## config.mk

```make
export PLATFORM = sky130hd
export DESIGN_NAME = rtc_guard
export DESIGN_NICKNAME = d
export VERILOG_FILES = /design/src/rtl/rtc_guard_pkg.sv /design/src/rtl/rtc_key_fsm.sv /design/src/rtl/rtc_init_seq.sv /design/src/rtl/rtc_reg_bank.sv /design/src/rtl/rtc_guard.sv
export SDC_FILE = /design/constraint.sdc
export NUM_CORES = 1
export LEC_CHECK = 0
export BUFFER_PORTS_ARGS = -buffer_cell sky130_fd_sc_hd__buf_2
export CAP_MARGIN = 20
export CORE_MARGIN = 2
export CORE_UTILIZATION = 35
export CTS_CLUSTER_DIAMETER = 40
export DETAILED_ROUTE_END_ITERATION = 8
export GPL_TIMING_DRIVEN = 0
export PLACE_DENSITY = 0.5
export SKIP_LAST_GASP = 1
export SYNTH_ARGS = -nofsm -noshare
export SYNTH_HDL_FRONTEND = slang
export SYNTH_HIERARCHICAL = 1
export SYNTH_SLANG_ARGS = --single-unit
```

## constraint.sdc

```tcl
create_clock -name clk -period 2.6 [get_ports clk]
set_input_delay 0.39 -clock clk [delete_from_list [all_inputs] [get_ports clk]]
set_output_delay 0.39 -clock clk [all_outputs]
set_load 0.1 [all_outputs]
```

## src/rtl/rtc_guard_pkg.sv

```systemverilog
package rtc_guard_pkg;
  localparam int ADDR_W = 3;
  localparam int SLOTS  = 1 << ADDR_W;

  localparam logic [ADDR_W-1:0] A_KEY    = 3'd0;
  localparam logic [ADDR_W-1:0] A_STATUS = 3'd1;
  localparam logic [ADDR_W-1:0] A_TIME   = 3'd2;
  localparam logic [ADDR_W-1:0] A_DATE   = 3'd3;
  localparam logic [ADDR_W-1:0] A_PRESC  = 3'd4;
  localparam logic [ADDR_W-1:0] A_CTRL   = 3'd5;
  localparam logic [ADDR_W-1:0] A_CALIB  = 3'd6;
  localparam logic [ADDR_W-1:0] A_SUBSEC = 3'd7;

  localparam logic [7:0] KEY_FIRST  = 8'hCA;
  localparam logic [7:0] KEY_SECOND = 8'h53;
  localparam logic [7:0] KEY_CLOSE  = 8'hFF;

  localparam int ST_REQ_BIT  = 7;
  localparam int ST_ACK_BIT  = 6;
  localparam int ST_SYNC_BIT = 5;

  typedef enum logic [1:0] {
    KEY_LOCKED = 2'd0,
    KEY_ARMED  = 2'd1,
    KEY_OPEN   = 2'd2
  } key_state_e;

  typedef enum logic [1:0] {
    SLOT_NONE  = 2'd0,
    SLOT_PLAIN = 2'd1,
    SLOT_INIT  = 2'd2
  } slot_kind_e;

  function automatic slot_kind_e slot_kind(input int idx);
    case (idx)
      int'(A_CTRL), int'(A_CALIB): return SLOT_PLAIN;
      int'(A_TIME), int'(A_DATE), int'(A_PRESC), int'(A_SUBSEC): return SLOT_INIT;
      default: return SLOT_NONE;
    endcase
  endfunction
endpackage

```

## src/rtl/rtc_key_fsm.sv

```systemverilog
module rtc_key_fsm
  import rtc_guard_pkg::*;
(
  input  logic       clk,
  input  logic       rst_n,
  input  logic       key_wr,
  input  logic [7:0] key_byte,
  output logic       unlocked
);
  key_state_e state_q, state_d;

  always_comb begin
    state_d = state_q;
    if (key_wr) begin
      case (state_q)
        KEY_ARMED: state_d = (key_byte == KEY_SECOND) ? KEY_OPEN : KEY_LOCKED;
        default:   state_d = (key_byte == KEY_FIRST)  ? KEY_ARMED : KEY_LOCKED;
      endcase
    end
  end

  always_ff @(posedge clk or negedge rst_n) begin
    if (!rst_n) state_q <= KEY_LOCKED;
    else        state_q <= state_d;
  end

  assign unlocked = (state_q == KEY_OPEN);

  assert_unlock_seq_R1: assert property (@(posedge clk) disable iff (!rst_n)
    $rose(unlocked) |-> $past(key_wr && key_byte == KEY_SECOND));
  assert_close_key_R2: assert property (@(posedge clk) disable iff (!rst_n)
    (key_wr && key_byte == KEY_CLOSE) |=> !unlocked);
  assert_bad_second_R3: assert property (@(posedge clk) disable iff (!rst_n)
    (key_wr && !unlocked && key_byte != KEY_FIRST && key_byte != KEY_SECOND) |=> !unlocked);
endmodule

```

## src/rtl/rtc_init_seq.sv

```systemverilog
module rtc_init_seq #(
  parameter int ACK_DLY     = 2,
  parameter int RESTART_CYC = 4
) (
  input  logic clk,
  input  logic rst_n,
  input  logic req_wr,
  input  logic req_val,
  output logic init_req,
  output logic init_ack,
  output logic cal_run,
  output logic regs_synced
);
  localparam int ACW = (ACK_DLY > 1) ? $clog2(ACK_DLY) : 1;
  localparam int RCW = $clog2(RESTART_CYC + 1);
  localparam logic [ACW-1:0] ACK_LAST = ACW'(ACK_DLY - 1);
  localparam logic [RCW-1:0] RST_LOAD = RCW'(RESTART_CYC);

  logic [ACW-1:0] ack_cnt_q;
  logic [RCW-1:0] rst_cnt_q;

  wire set_req = req_wr &&  req_val && !init_req;
  wire clr_req = req_wr && !req_val &&  init_req;

  always_ff @(posedge clk or negedge rst_n) begin
    if (!rst_n) begin
      init_req    <= 1'b0;
      init_ack    <= 1'b0;
      ack_cnt_q   <= '0;
      rst_cnt_q   <= '0;
      cal_run     <= 1'b1;
      regs_synced <= 1'b1;
    end else if (set_req) begin
      init_req  <= 1'b1;
      ack_cnt_q <= '0;
      rst_cnt_q <= '0;
      cal_run   <= 1'b0;
    end else if (clr_req) begin
      init_req    <= 1'b0;
      init_ack    <= 1'b0;
      ack_cnt_q   <= '0;
      rst_cnt_q   <= RST_LOAD;
      regs_synced <= 1'b0;
    end else begin
      if (init_req && !init_ack) begin
        if (ack_cnt_q == ACK_LAST) init_ack <= 1'b1;
        else                       ack_cnt_q <= ack_cnt_q + 1'b1;
      end
      if (rst_cnt_q != '0) begin
        rst_cnt_q <= rst_cnt_q - 1'b1;
        if (rst_cnt_q == RCW'(1)) begin
          cal_run     <= 1'b1;
          regs_synced <= 1'b1;
        end
      end
    end
  end

  assert_ack_needs_req_R4: assert property (@(posedge clk) disable iff (!rst_n)
    init_ack |-> init_req);
  assert_ack_drop_R5: assert property (@(posedge clk) disable iff (!rst_n)
    $fell(init_req) |-> !init_ack);
  assert_halt_in_init_R6: assert property (@(posedge clk) disable iff (!rst_n)
    init_req |-> !cal_run);
  assert_sync_clear_R7: assert property (@(posedge clk) disable iff (!rst_n)
    $fell(init_req) |-> !regs_synced);
  assert_sync_with_run_R7: assert property (@(posedge clk) disable iff (!rst_n)
    $rose(cal_run) |-> regs_synced);
endmodule

```

## src/rtl/rtc_reg_bank.sv

```systemverilog
module rtc_reg_bank
  import rtc_guard_pkg::*;
#(
  parameter int DATA_W = 32
) (
  input  logic              clk,
  input  logic              rst_n,
  input  logic              wr_en,
  input  logic [ADDR_W-1:0] wr_addr,
  input  logic [DATA_W-1:0] wr_data,
  input  logic              unlocked,
  input  logic              init_ack,
  input  logic [ADDR_W-1:0] rd_addr,
  output logic [DATA_W-1:0] rd_data
);
  logic [DATA_W-1:0] slot_q [SLOTS];

  always_ff @(posedge clk or negedge rst_n) begin
    if (!rst_n) begin
      for (int i = 0; i < SLOTS; i++) slot_q[i] <= '0;
    end else begin
      for (int i = 0; i < SLOTS; i++) begin
        if (slot_kind(i) == SLOT_NONE) begin
          slot_q[i] <= '0;
        end else if (wr_en && wr_addr == ADDR_W'(i) && unlocked &&
                     (slot_kind(i) == SLOT_PLAIN || init_ack)) begin
          slot_q[i] <= wr_data;
        end
      end
    end
  end

  assign rd_data = slot_q[rd_addr];

  for (genvar g = 0; g < SLOTS; g++) begin : g_chk
    if (slot_kind(g) != SLOT_NONE) begin : g_hold
      assert_locked_hold_R8: assert property (@(posedge clk) disable iff (!rst_n)
        !unlocked |=> $stable(slot_q[g]));
    end
    if (slot_kind(g) == SLOT_INIT) begin : g_init
      assert_init_gate_R9: assert property (@(posedge clk) disable iff (!rst_n)
        !init_ack |=> $stable(slot_q[g]));
    end
  end
endmodule

```

## src/rtl/rtc_guard.sv

```systemverilog
module rtc_guard
  import rtc_guard_pkg::*;
#(
  parameter int DATA_W      = 32,
  parameter int ACK_DLY     = 2,
  parameter int RESTART_CYC = 4
) (
  input  logic              clk,
  input  logic              rst_n,
  input  logic              wr_en,
  input  logic [ADDR_W-1:0] wr_addr,
  input  logic [DATA_W-1:0] wr_data,
  input  logic [ADDR_W-1:0] rd_addr,
  output logic [DATA_W-1:0] rd_data,
  output logic              unlocked,
  output logic              cal_run,
  output logic              init_ack,
  output logic              regs_synced
);
  logic              init_req;
  logic [DATA_W-1:0] bank_rd;
  logic [DATA_W-1:0] status_word;

  wire key_wr    = wr_en && (wr_addr == A_KEY);
  wire status_wr = wr_en && (wr_addr == A_STATUS) && unlocked;

  rtc_key_fsm u_key (
    .clk      (clk),
    .rst_n    (rst_n),
    .key_wr   (key_wr),
    .key_byte (wr_data[7:0]),
    .unlocked (unlocked)
  );

  rtc_init_seq #(
    .ACK_DLY     (ACK_DLY),
    .RESTART_CYC (RESTART_CYC)
  ) u_init (
    .clk         (clk),
    .rst_n       (rst_n),
    .req_wr      (status_wr),
    .req_val     (wr_data[ST_REQ_BIT]),
    .init_req    (init_req),
    .init_ack    (init_ack),
    .cal_run     (cal_run),
    .regs_synced (regs_synced)
  );

  rtc_reg_bank #(.DATA_W(DATA_W)) u_bank (
    .clk      (clk),
    .rst_n    (rst_n),
    .wr_en    (wr_en),
    .wr_addr  (wr_addr),
    .wr_data  (wr_data),
    .unlocked (unlocked),
    .init_ack (init_ack),
    .rd_addr  (rd_addr),
    .rd_data  (bank_rd)
  );

  always_comb begin
    status_word              = '0;
    status_word[ST_REQ_BIT]  = init_req;
    status_word[ST_ACK_BIT]  = init_ack;
    status_word[ST_SYNC_BIT] = regs_synced;
  end

  always_comb begin
    case (rd_addr)
      A_KEY:    rd_data = '0;
      A_STATUS: rd_data = status_word;
      default:  rd_data = bank_rd;
    endcase
  end

  assert_locked_no_req_R4: assert property (@(posedge clk) disable iff (!rst_n)
    (wr_en && wr_addr == A_STATUS && !unlocked) |=> $stable(init_req));
endmodule

```

==> reports/results.txt <==
CP Data Arrival Time = 2220 ps
overall routing resource usage = 17.4%
CTS Buf Count = 37
nets = 857
Filler cells = 2509
count of cell types in the netlist = 44
Ys Warns = 6
CP Capture Type = primary output
layout cells sized above 1 = 47.8%
initial antenna violation count = 2
Starting Density = 35.6%
hold crit path type = input pin to register
fin. max-slew vios = 0
CP Max Fanout = 10
unrepaired setup endpoints after global routing = yes
height of the die = 169 um
Overflow after GRT = 0
leak pwr = 5.62 nW
Slew HR = 26.3%
PD cells = 965 nW/um^2
clock net sink count = 202
failing checks = setup timing
DRT Wirelength = 24500 um
Hold Startpoint = wr_data[22]
Worst Skew = 20.0 ps
number of synthesized flops with an enable pin = 0
core area = 26900 um^2
Post-synth ARST share = 100%
clk_lat worst skew = 500 ps
Slew @ Worst Pin = 1100 ps
most frequent cell after synthesis = dfrtp_1
Final Hold Fails = 0
status = finished with violations
Vias = 6142
Synth Cell Area = 9560 um^2
DPL Wire Length = 15800 um
Clock Path Buffers = 3
fmax = 0.383 GHz
DR vias/cell = 5.21
Final Wtd Congestion = 0.765
fin crit share = 100%
syn avg cell area = 13.7 um^2
reg2reg setup slack = 80 ps
die area = 28700 um^2
Setup crit start = rd_addr[1]
wire per inst = 20.8 um
post-CTS setup buffer count = 0
Period minus WS final = 2610 ps
cells after synthesis = 697
ys flop type = dfrtp_1
register bit total from synthesis = 202
vias in the first global route = 6721
Worst VDD drop = 494 uV
Max Cap Viol = 0
Place WS = -420 ps
Clock H-tree levels = 2
row cnt = 60
Clock Tree Root = clkbuf_16
Setup-failing EPs final = 1
Critical Path RT = 2210 ps
register area share after synthesis = 52.9%
Routed Antenna Nets = 0
RR Startpoint = u_key/state_q[1]$_DFFE_PN0P_
Startpoint Class = input pin
post-synth net total = 741
most frequent cells after synthesis = 200 x dfrtp_1, 189 x mux2_2, 97 x mux2i_1
Die Wd = 169 um
top cell type's share of synthesized area = 52.3%
Synth area leader = dfrtp_1
Pwr Total = 11.2 mW
area delta synth->final = 21.8%
Port-buffer cells = 76
clock slew at reported path FFs = 50 ps
first-pass GRT wire length = 38200 um
CTS tree = built
worst setup margin = -9.47 ps
# IOs = 77
crit path kind = input pin to primary output
1st-pass router iterations = 4
Post-route DRC = 0
largest net degree at the start of global routing = 104
Iter 0 DRT Violations = 228
synth top area cells = dfrtp_1 52%, mux2_2 22%, mux2i_1 10%
==> cell type report <==
class | instances | area [um^2] | share of cell area [%]
sequential | 202 | 5060 | 43.4
multi-input combinational | 446 | 4270 | 36.7
clock buffer | 46 | 1010 | 8.67
timing repair buffer | 78 | 438 | 3.76
tap | 341 | 427 | 3.66
buffer | 42 | 230 | 1.98
clock inverter | 17 | 186 | 1.60
inverter | 6 | 22.5 | 0.193
antenna | 1 | 2.50 | 0.0215
==> worst max-delay path: stages <==
cell and delay (ps):
buf_2 160, nand2b_1 250, clkbuf_1 630, o22a_1 230
o21ai_0 70, and2_2 200, buf_2 290
==> state kept, by name, summed over array words and instances, names as in the netlist <==
| name | count |
|---|---|
| u_init/regs_synced | 1 |
| u_init/init_req | 1 |
| u_bank/slot_q | 192 |
| u_key/state_q | 2 |
| u_init/cal_run | 1 |
| u_init/rst_cnt_q | 3 |
| u_init/init_ack | 1 |
| u_init/ack_cnt_q | 1 |
==> layer usage <==
layer	GRT usage (%)	part of all wire [%]
met3	3.61	5.1
met1	21.9	42
met5	0	0.029
met2	29.7	49
met4	6.50	2.9
==> stage by stage <==
| step | std cells | hold WS, ps | util (%) | setup TNS (ps) | instance area (um^2) |
|---|---|---|---|---|---|
| 3_3_place_gp | 1114 | 467 | 38.6 | -426140 | 10400 |
| 2_1_floorplan | 697 | 94.4 | - | 0 | 9570 |
| 5_1_grt | 1179 | 182 | 43.3 | -734 | 11600 |
| 4_1_cts | 1178 | 170 | 43.3 | 0 | 11600 |
| 6_report | 1179 | 199 | 43.3 | -9.47 | 11600 |
| 3_5_place_dp | 1115 | 485 | 38.7 | -8990 | 10400 |
==> cell families (layout without fill, tap and decap cells) <==
kind of cell	after synthesis	in the layout	share of synthesized area, %
other cells	0	1	0
simple gates	68	68	5.22
flops	202	202	52.9
mux	289	289	32.8
compound gates	85	85	6.10
xor+xnor	1	1	0.0916
fa+ha+maj	3	3	0.393
buf+inv	49	189	2.54
==> timing repair <==
action / in CTS / in global routing
endpoints found under the setup margin: 32 / 22
pin swaps: 0 / 0
resized for setup: 9 / 0
hold buffers: 1 / 0
endpoints found under the hold margin: 46 / 0
==> where the power goes <==
group / total (mW) / switching [mW] / internal (mW)
Combinational: 2.36 / 1.34 / 1.03
Sequential: 4.30 / 0.397 / 3.90
Clock: 4.57 / 1.54 / 3.04
==> cell usage in the layout (no fill, tap or decap), types with 4 or more instances in the layout <==
cell	instances
mux2_2	189
nand2b_1	5
o22a_1	32
buf_6	4
buf_2	96
clkbuf_1	12
clkinv_2	6
a21oi_1	5
clkbuf_16	37
buf_4	7
clkbuf_8	5
and2_4	27
o21ai_1	4
dfrtp_1	200
nand2_1	10
o21ai_0	35
inv_1	5
nor2_1	6
mux2i_1	97
==> path summary, 6_finish.rpt <==
kind,endpoint,cells past startpoint
worst max-delay path,rd_data[28],7
worst min-delay path,u_bank/slot_q[118]$_DFFE_PN0P_,2
worst max register to register,u_bank/slot_q[155]$_DFFE_PN0P_,6
worst min register to register,u_bank/slot_q[38]$_DFFE_PN0P_,1
max in group asynchronous,u_init/regs_synced$_DFFE_PN1P_,3
min in group asynchronous,u_bank/slot_q[173]$_DFFE_PN0P_,2
Power figures use the tool's default switching activity.
